### config.mk
export PLATFORM = sky130hd
export DESIGN_NAME = dtmf_steer
export DESIGN_NICKNAME = d
export VERILOG_FILES = /design/src/rtl/dtmf_steer_pkg.sv /design/src/rtl/dtmf_keymap.sv /design/src/rtl/dtmf_guard.sv /design/src/rtl/dtmf_latch.sv /design/src/rtl/dtmf_steer.sv
export SDC_FILE = /design/constraint.sdc
export NUM_CORES = 1
export LEC_CHECK = 0
export BUFFER_PORTS_ARGS = -buffer_cell sky130_fd_sc_hd__clkbuf_2
export CAP_MARGIN = 40
export CELL_PAD_IN_SITES_DETAIL_PLACEMENT = 0
export CELL_PAD_IN_SITES_GLOBAL_PLACEMENT = 1
export CORE_AREA = 8 8 79 81
export DETAILED_ROUTE_END_ITERATION = 8
export DIE_AREA = 0 0 87 89
export MAX_ROUTING_LAYER = met4
export PLACE_DENSITY_LB_ADDON = 0.1
export SLEW_MARGIN = 20
export SYNTH_ARGS = -nofsm -noshare
export SYNTH_HDL_FRONTEND = slang
export SYNTH_SLANG_ARGS = --single-unit
### constraint.sdc
create_clock -name clk -period 5.2 [get_ports clk]
set_clock_uncertainty 0.2 [all_clocks]
set_input_delay 1.04 -clock clk [delete_from_list [all_inputs] [get_ports clk]]
set_output_delay 1.04 -clock clk [all_outputs]
set_load 0.02 [all_outputs]
### src/rtl/dtmf_steer_pkg.sv
package dtmf_steer_pkg;

    localparam int IDX_W  = 2;
    localparam int CODE_W = 4;
    localparam int GRID   = 1 << IDX_W;
    localparam int ALPHA_COL = GRID - 1;

    typedef logic [IDX_W-1:0]  tone_idx_t;
    typedef logic [CODE_W-1:0] key_code_t;

    // Key grid: rows 0..2 by columns 0..2 hold digits 1..9,
    // row 3 holds * 0 #, column 3 holds the letter keys.
    function automatic key_code_t grid_code(input int r, input int c);
        int v;
        if (c == ALPHA_COL) begin
            v = (r == GRID - 1) ? 0 : 13 + r;
        end else if (r == GRID - 1) begin
            v = (c == 0) ? 11 : ((c == 1) ? 10 : 12);
        end else begin
            v = r * 3 + c + 1;
        end
        return key_code_t'(v);
    endfunction

endpackage

### src/rtl/dtmf_keymap.sv
module dtmf_keymap
    import dtmf_steer_pkg::*;
(
    input  tone_idx_t row_i,
    input  tone_idx_t col_i,
    output key_code_t code_o,
    output logic      alpha_o
);

    key_code_t lut [GRID*GRID];

    for (genvar r = 0; r < GRID; r++) begin : g_row
        for (genvar c = 0; c < GRID; c++) begin : g_col
            assign lut[r*GRID + c] = grid_code(r, c);
        end
    end

    assign code_o  = lut[{row_i, col_i}];
    assign alpha_o = (col_i == tone_idx_t'(ALPHA_COL));

endmodule

### src/rtl/dtmf_guard.sv
module dtmf_guard #(
    parameter int CNT_W = 8
) (
    input  logic             clk,
    input  logic             rst_n,
    input  logic             pd_i,
    input  logic             early_i,
    input  logic             blocked_i,
    input  logic [CNT_W-1:0] acq_lim_i,
    input  logic [CNT_W-1:0] pause_lim_i,
    output logic             fire_o,
    output logic             drop_o,
    output logic             held_o
);

    localparam logic [CNT_W-1:0] ONE = CNT_W'(1);

    typedef struct packed {
        logic [CNT_W-1:0] cnt;
        logic             held;
    } guard_t;

    guard_t st_q, st_d;
    logic [CNT_W-1:0] acq_eff, pause_eff;

    assign acq_eff   = (acq_lim_i   == '0) ? ONE : acq_lim_i;
    assign pause_eff = (pause_lim_i == '0) ? ONE : pause_lim_i;

    always_comb begin
        st_d   = st_q;
        fire_o = 1'b0;
        drop_o = 1'b0;
        if (pd_i) begin
            st_d = '0;
        end else if (!st_q.held) begin
            if (early_i) begin
                if (st_q.cnt >= acq_eff - ONE) begin
                    if (!blocked_i) begin
                        fire_o      = 1'b1;
                        st_d.held   = 1'b1;
                        st_d.cnt    = pause_eff;
                    end
                end else begin
                    st_d.cnt = st_q.cnt + ONE;
                end
            end else if (st_q.cnt != '0) begin
                st_d.cnt = st_q.cnt - ONE;
            end
        end else begin
            if (early_i) begin
                st_d.cnt = (st_q.cnt < pause_eff) ? st_q.cnt + ONE : pause_eff;
            end else if (st_q.cnt <= ONE) begin
                drop_o    = 1'b1;
                st_d.held = 1'b0;
                st_d.cnt  = '0;
            end else begin
                st_d.cnt = st_q.cnt - ONE;
            end
        end
    end

    always_ff @(posedge clk or negedge rst_n) begin
        if (!rst_n) st_q <= '0;
        else        st_q <= st_d;
    end

    assign held_o = st_q.held;

endmodule

### src/rtl/dtmf_latch.sv
module dtmf_latch
    import dtmf_steer_pkg::*;
#(
    parameter int SETTLE = 2
) (
    input  logic      clk,
    input  logic      rst_n,
    input  logic      pd_i,
    input  logic      fire_i,
    input  logic      drop_i,
    input  key_code_t code_i,
    output key_code_t code_o,
    output logic      std_o
);

    localparam int DLY_W = $clog2(SETTLE + 1);
    localparam logic [DLY_W-1:0] DLY_ONE  = DLY_W'(1);
    localparam logic [DLY_W-1:0] DLY_LOAD = DLY_W'(SETTLE);

    typedef struct packed {
        key_code_t        code;
        logic [DLY_W-1:0] dly;
        logic             std;
    } latch_t;

    latch_t st_q, st_d;

    always_comb begin
        st_d = st_q;
        if (pd_i || drop_i) begin
            st_d.dly = '0;
            st_d.std = 1'b0;
        end else if (fire_i) begin
            st_d.code = code_i;
            st_d.dly  = DLY_LOAD;
            st_d.std  = 1'b0;
        end else if (st_q.dly != '0) begin
            st_d.dly = st_q.dly - DLY_ONE;
            if (st_q.dly == DLY_ONE) st_d.std = 1'b1;
        end
    end

    always_ff @(posedge clk or negedge rst_n) begin
        if (!rst_n) st_q <= '0;
        else        st_q <= st_d;
    end

    assign code_o = st_q.code;
    assign std_o  = st_q.std;

endmodule

### src/rtl/dtmf_steer.sv
module dtmf_steer
    import dtmf_steer_pkg::*;
#(
    parameter int CNT_W  = 8,
    parameter int SETTLE = 2
) (
    input  logic             clk,
    input  logic             rst_n,
    input  logic             pwr_down_i,
    input  logic             early_i,
    input  logic [1:0]       row_i,
    input  logic [1:0]       col_i,
    input  logic             inhibit_i,
    input  logic [CNT_W-1:0] acq_lim_i,
    input  logic [CNT_W-1:0] pause_lim_i,
    input  logic             out_en_i,
    output logic [3:0]       q_o,
    output logic             q_oe_o,
    output logic             std_o
);

    key_code_t map_code_w, code_w;
    logic      alpha_w, fire_w, drop_w, held_w;

    dtmf_keymap i_keymap (
        .row_i   (row_i),
        .col_i   (col_i),
        .code_o  (map_code_w),
        .alpha_o (alpha_w)
    );

    dtmf_guard #(.CNT_W(CNT_W)) i_guard (
        .clk         (clk),
        .rst_n       (rst_n),
        .pd_i        (pwr_down_i),
        .early_i     (early_i),
        .blocked_i   (inhibit_i & alpha_w),
        .acq_lim_i   (acq_lim_i),
        .pause_lim_i (pause_lim_i),
        .fire_o      (fire_w),
        .drop_o      (drop_w),
        .held_o      (held_w)
    );

    dtmf_latch #(.SETTLE(SETTLE)) i_latch (
        .clk    (clk),
        .rst_n  (rst_n),
        .pd_i   (pwr_down_i),
        .fire_i (fire_w),
        .drop_i (drop_w),
        .code_i (map_code_w),
        .code_o (code_w),
        .std_o  (std_o)
    );

    assign q_oe_o = out_en_i;
    assign q_o    = out_en_i ? code_w : '0;

endmodule

Word level (Yosys, flattened, before mapping):

Memories as Yosys holds them, arrays and structs flattened. A register that Yosys moved wholly into a read port is not among the register bits.
Cells that the tools add are included.
Widths: inputs -> output; s select.

* output and inout bits: 6
* flip-flop bits (word level): 12
* memories kept: 1
* word-level logic and storage cells: 59
* bits in read-only memories: 64
* input bits: 26

* reduce and logical (&&, ||, !) cells: 12
* muxes and demuxes: 29
* bitwise logic cells: 3
* equal/unequal tests: 3
* magnitude comparators: 3
* add/subtract/negate cells: 4

Memory list
* (no name shown): depth 16, bits a word 4, rd ports 1, clocked after Yosys merged registers in 1, wr ports 0, line dtmf_keymap.sv:18 `assign code_o = lut[{row_i, col_i}];`

Operators with widths (count)
* $mux 8: 8
* $mux 9: 3
* $logic_not 8->1: 2
* $sub 8x1->8 const B: 2
* $mux 1: 14
* $mux 3: 3
* $add 8x1->8 const B: 1
* $ge 8x8->1: 1
* $le 8x1->1 const B: 1
* $lt 8x8->1: 1
* $reduce_bool 8->1: 1
* $reduce_and 2->1: 3
* $reduce_bool 3->1: 2
* $ne 5x5->1 const B: 1
* $not 4->5: 1
* $mux 4: 1
* $reduce_bool 4->1: 1
* $eq 2x1->1 const B: 1
* $eq 2x2->1 const B: 1
* $reduce_bool 2->1: 1
* $sub 2x1->2 const B: 1
* $and 1x1->1: 1
* $logic_not 1->1: 1
* $logic_or 1x1->1: 1
* $not 1->1: 1

Logic depth before layout (Yosys ltp):

* depth in word-level cells: 10
* gate-level depth with buffers: 13

Cells and area by module:

From an unflattened synthesis, not the netlist that was laid out.

* cell total of the unflattened synthesis: 291
* area total of the unflattened synthesis: 2306.0 um^2

By module, submodules not included
* dtmf_guard: area each 1714.1 um^2, cells an instance 234, times used 1, seq. area each 225.2 um^2
* dtmf_latch: area each 357.8 um^2, cells an instance 29, times used 1, seq. area each 175.2 um^2
* dtmf_keymap: area each 195.2 um^2, cells an instance 22, times used 1, seq. area each 0.0 um^2
* dtmf_steer: area each 38.8 um^2, cells an instance 6, times used 1, seq. area each 0.0 um^2

Worst setup path before layout:

Ideal clock, no wire load.

* path type: input -> register
* start point: input port acq_lim_i[4]
* end point: register, netlist name i_latch.code_o[0]
* data required time: 4.875 ns
* path slack: 1.192 ns
* cell stages on the path: 13
* setup time: 0.125 ns
* buffers on the path: 0
* data arrival time: 3.683 ns
* cells stage by stage: nor4_1 -> a31oi_1 -> ha_1 -> nand2b_1 -> nor4_1 -> xnor2_1 -> ha_1 -> nand3_1 -> nand2_1 -> a22oi_1 -> a21boi_0 -> nand2_1 -> mux2_2

* cells in the longest elaborated chain, start to end: 9

RTL lines
* start: declaration: line dtmf_steer.sv:14 `input logic [CNT_W-1:0] acq_lim_i,`
* $logic_not 8->1: line dtmf_guard.sv:26 `assign acq_eff = (acq_lim_i == '0) ? ONE : acq_lim_i;`
* $mux 8 (*): line dtmf_guard.sv:26
* $sub 8x1->8 (*): line dtmf_guard.sv:37 `if (st_q.cnt >= acq_eff - ONE) begin`
* $ge 8x8->1 (*): line dtmf_guard.sv:37
* $mux 1 (*): line dtmf_guard.sv:37
* $mux 1 (*): line dtmf_guard.sv:36 `if (early_i) begin`
* $mux 1 (*): line dtmf_guard.sv:35 `end else if (!st_q.held) begin`
* $mux 1 (*): line dtmf_guard.sv:33 `if (pd_i) begin`
* $reduce_and 2->1 (no line) (*)

Mark *: on every way between the ends. The rest lies on a longest branch, timed or not.
A chain may end at the register's enable or synchronous reset.

Worst setup path in the final report:

* start point: input port acq_lim_i[3]
* end point: register, netlist name i_latch.code_o[1]

* cells in the longest elaborated chain, start to end: 9

RTL lines (line)
* $logic_not 8->1: dtmf_guard.sv:26
* $mux 8 (*): dtmf_guard.sv:26
* $sub 8x1->8 (*): dtmf_guard.sv:37
* $ge 8x8->1 (*): dtmf_guard.sv:37
* $mux 1 (*): dtmf_guard.sv:37
* $mux 1 (*): dtmf_guard.sv:36
* $mux 1 (*): dtmf_guard.sv:35
* $mux 1 (*): dtmf_guard.sv:33
* $reduce_and 2->1 (no line) (*)

Marked as above.

==> out/metrics.csv <==
metric,value,unit
status,"complete, no violations",
combinational family with the most area after synthesis,compound AO/OA/AOI/OAI gates,
DIE AREA,7740,um^2
"Max FO, Critical Path",8,
Arrival @ worst endpoint,4.21,ns
Syn Inst Count,276,
worst-case reg-to-reg path depth,8,
Clock transition at path regs,0.06,ns
site row count,26,
"commonest non-fill, non-tap cells in the layout","31 x clkbuf_2, 28 x ha_1, 22 x nand2_1",
Initial DRC Count,106,
Mapped Area,2250,um^2
crit path launch type,input port,
Die X,87,um
RSZ-0062 raised after global routing,no,
Overall Global Routing Usage,16.1,%
Slowest cell on crit path,a22oi_1,
syn avg cell area,8.14,um^2
post-synthesis sequential element count,16,
Final Critical Period,4.28,ns
"Async S/R FF share, synth",100,%
post-synthesis simple-gate area fraction,22.0,%
Layout fillers,492,
RePlAce Congestion,0.950,
initial core utilization,45.1,%
Sum Neg Setup Slack,0,ns
Mapped Nets,330,
Post-CTS Setup Inserts,0,
r2r startpoint,i_guard.st_q[1],
final count of hold timing violations,0,
xor/xnor share of the synthesized area,5.07,%
CTS tree,yes,
Critical Path RT,5.13,ns
final WL,5900,um
Max clock buf depth,2,
WS Path Type,input port to flip-flop,
Max Cap Viol,0,
"most common cell after layout, fill and taps aside",clkbuf_2,
number of global-route vias before repair,2020,
R2R Setup Slk,2.03,ns
htree depth,1,
PortBufs,31,
PwrDens,441,nW/um^2
largest net degree at the start of global routing,21,
compound-cell area share of the yosys netlist,26.2,%
Ports,32,
CTS Buf Count,3,
hpwl dp,4710,um
layout cell share with drive strength beyond 1,18.3,%
CORE AREA,4980,um^2
Worst path max stage delay,0.49,ns
"Remaining Overflow, GRT",0,
critical path buffer and inverter count,1,
DR DRC count,0,
Hold Path Depth,1,
"EDFF count, synth",0,
critical path's top delay family,compound AO/OA/AOI/OAI gates,
Worst-Margin Slew,0.529,ns
max-slew violations,0,
"Hold-fix buffers, CTS",0,
mux share of post-synthesis cell area,6.68,%
Vias/cell,5.82,
DIE HEIGHT,89,um
crit end category,flip-flop,
Synth Area in Adders,15.6,%
Initial DRT Pass Iterations,5,
clock root buffer,clkbuf_8,
WL/cell,16.2,um
post-synthesis sequential area ratio,17.8,%
first-pass GRT wire length,9730,um
hold path start,i_latch.code_o[0],
Final period util,82.3,%
Resized cells post-CTS,0,
slew margin rel.,64.3,%
Hold Path Sink,i_latch.code_o[0],
Clock Latency Late Sink,0.24,ns
yosys warns,0,
CTS Sinks,16,
setup violators final,0,
Leak,1.15,nW
Fmax,234,MHz
Routed Antenna Nets,0,
peak supply drop,0.000220,V
initial antenna violation count,0,
R2R Path End,i_guard.st_q[6],
Unique masters post-synth,62,
nets,351,
"Cell Chain, Critical Path",clkbuf_2 -> nor4_1 -> a31oi_1 -> ha_1 -> nand2b_1 -> nor4_1 -> xnor2_1 -> ha_1 -> nand3_1 -> nand2_1 -> a22oi_1 -> a21boi_0 -> nand2_1 -> mux2_2,
# diodes,0,
dominant synthesized flop cell,dfrtp_1,
Final Power,1.09,mW
Area Overhead vs Synth,9.52,%
Hold WC Path Type,flip-flop to flip-flop,
routed via count,2123,
==> synthesized netlist by cell type, drive strengths merged, types with 6 or more instances <==
master | n | area, um^2
a21oi | 14 | 70.1
a22oi | 6 | 45.0
clkbuf | 10 | 37.5
dfrtp | 16 | 400
ha | 28 | 350
inv | 21 | 78.8
mux2 | 8 | 90.1
mux2i | 6 | 60.1
nand2 | 22 | 82.6
nand3 | 8 | 40.0
nor2 | 12 | 45.0
nor3 | 8 | 45.0
nor4 | 9 | 71.3
o21ai | 16 | 80.1
xnor2 | 10 | 87.6
==> flip-flops by register name (all words and copies together), names as in the netlist <==
| register | count |
|---|---|
| i_latch.std_o | 1 |
| i_latch.st_q | 2 |
| i_guard.held_o | 1 |
| i_latch.code_o | 4 |
| i_guard.st_q | 8 |
==> where the power goes <==
part	leakage, nW	switching, mW	total, mW	internal (mW)
logic	0.927	0.360	0.689	0.329
registers	0.206	0.133	0.308	0.175
clock network	0.0216	0.0375	0.0887	0.0512
==> cells by family after synthesis <==
logic type      after synthesis
flops                        16
mux                          14
simple gates                 88
xor+xnor                     13
compound gates               81
buf+inv                      36
fa+ha+maj                    28
==> layout make-up <==
class / instances / area, um^2 / share of cell area, %
flip-flops and latches: 16 / 400 / 16.3
clock buffers: 3 / 41.3 / 1.68
inverters: 21 / 78.8 / 3.20
repair buffers: 31 / 155 / 6.30
multi-input cells: 224 / 1700 / 69.0
well taps: 70 / 87.6 / 3.56
==> per-layer routing <==
layer  vias up  routed length [um]  global-route usage [%]
li1       1072                   -                       -
met5         -                   0                       -
met3        10                 465                    2.85
met4         0                 108                    4.69
met1       970                2640                    20.5
met2        71                2680                    25.6
==> worst max-delay path by stage <==
stage,start,cells past startpoint,to
2_1_floorplan,acq_lim_i[4],13,i_latch.code_o[0]
3_3_place_gp,acq_lim_i[4],14,i_latch.code_o[0]
3_5_place_dp,acq_lim_i[4],14,i_latch.code_o[1]
4_1_cts,acq_lim_i[4],14,i_latch.code_o[0]
5_1_grt,acq_lim_i[3],14,i_latch.code_o[1]
6_report,acq_lim_i[3],14,i_latch.code_o[1]
==> per-stage QoR <==
step / setup slack [ns] / instances / hold slack [ns] / utilization [%] / area, um^2
global placement: 0.736 / 362 / 0.281 / 48.6 / 2420
floorplan: 1.19 / 276 / 0.271 / - / 2250
CTS: 0.925 / 365 / 0.301 / 49.4 / 2460
global route: 0.542 / 365 / 0.316 / 49.4 / 2460
detailed placement: 0.664 / 362 / 0.288 / 48.6 / 2420
finish: 0.918 / 365 / 0.295 / 49.4 / 2460
No activity file was read; power rests on OpenSTA's default activity.
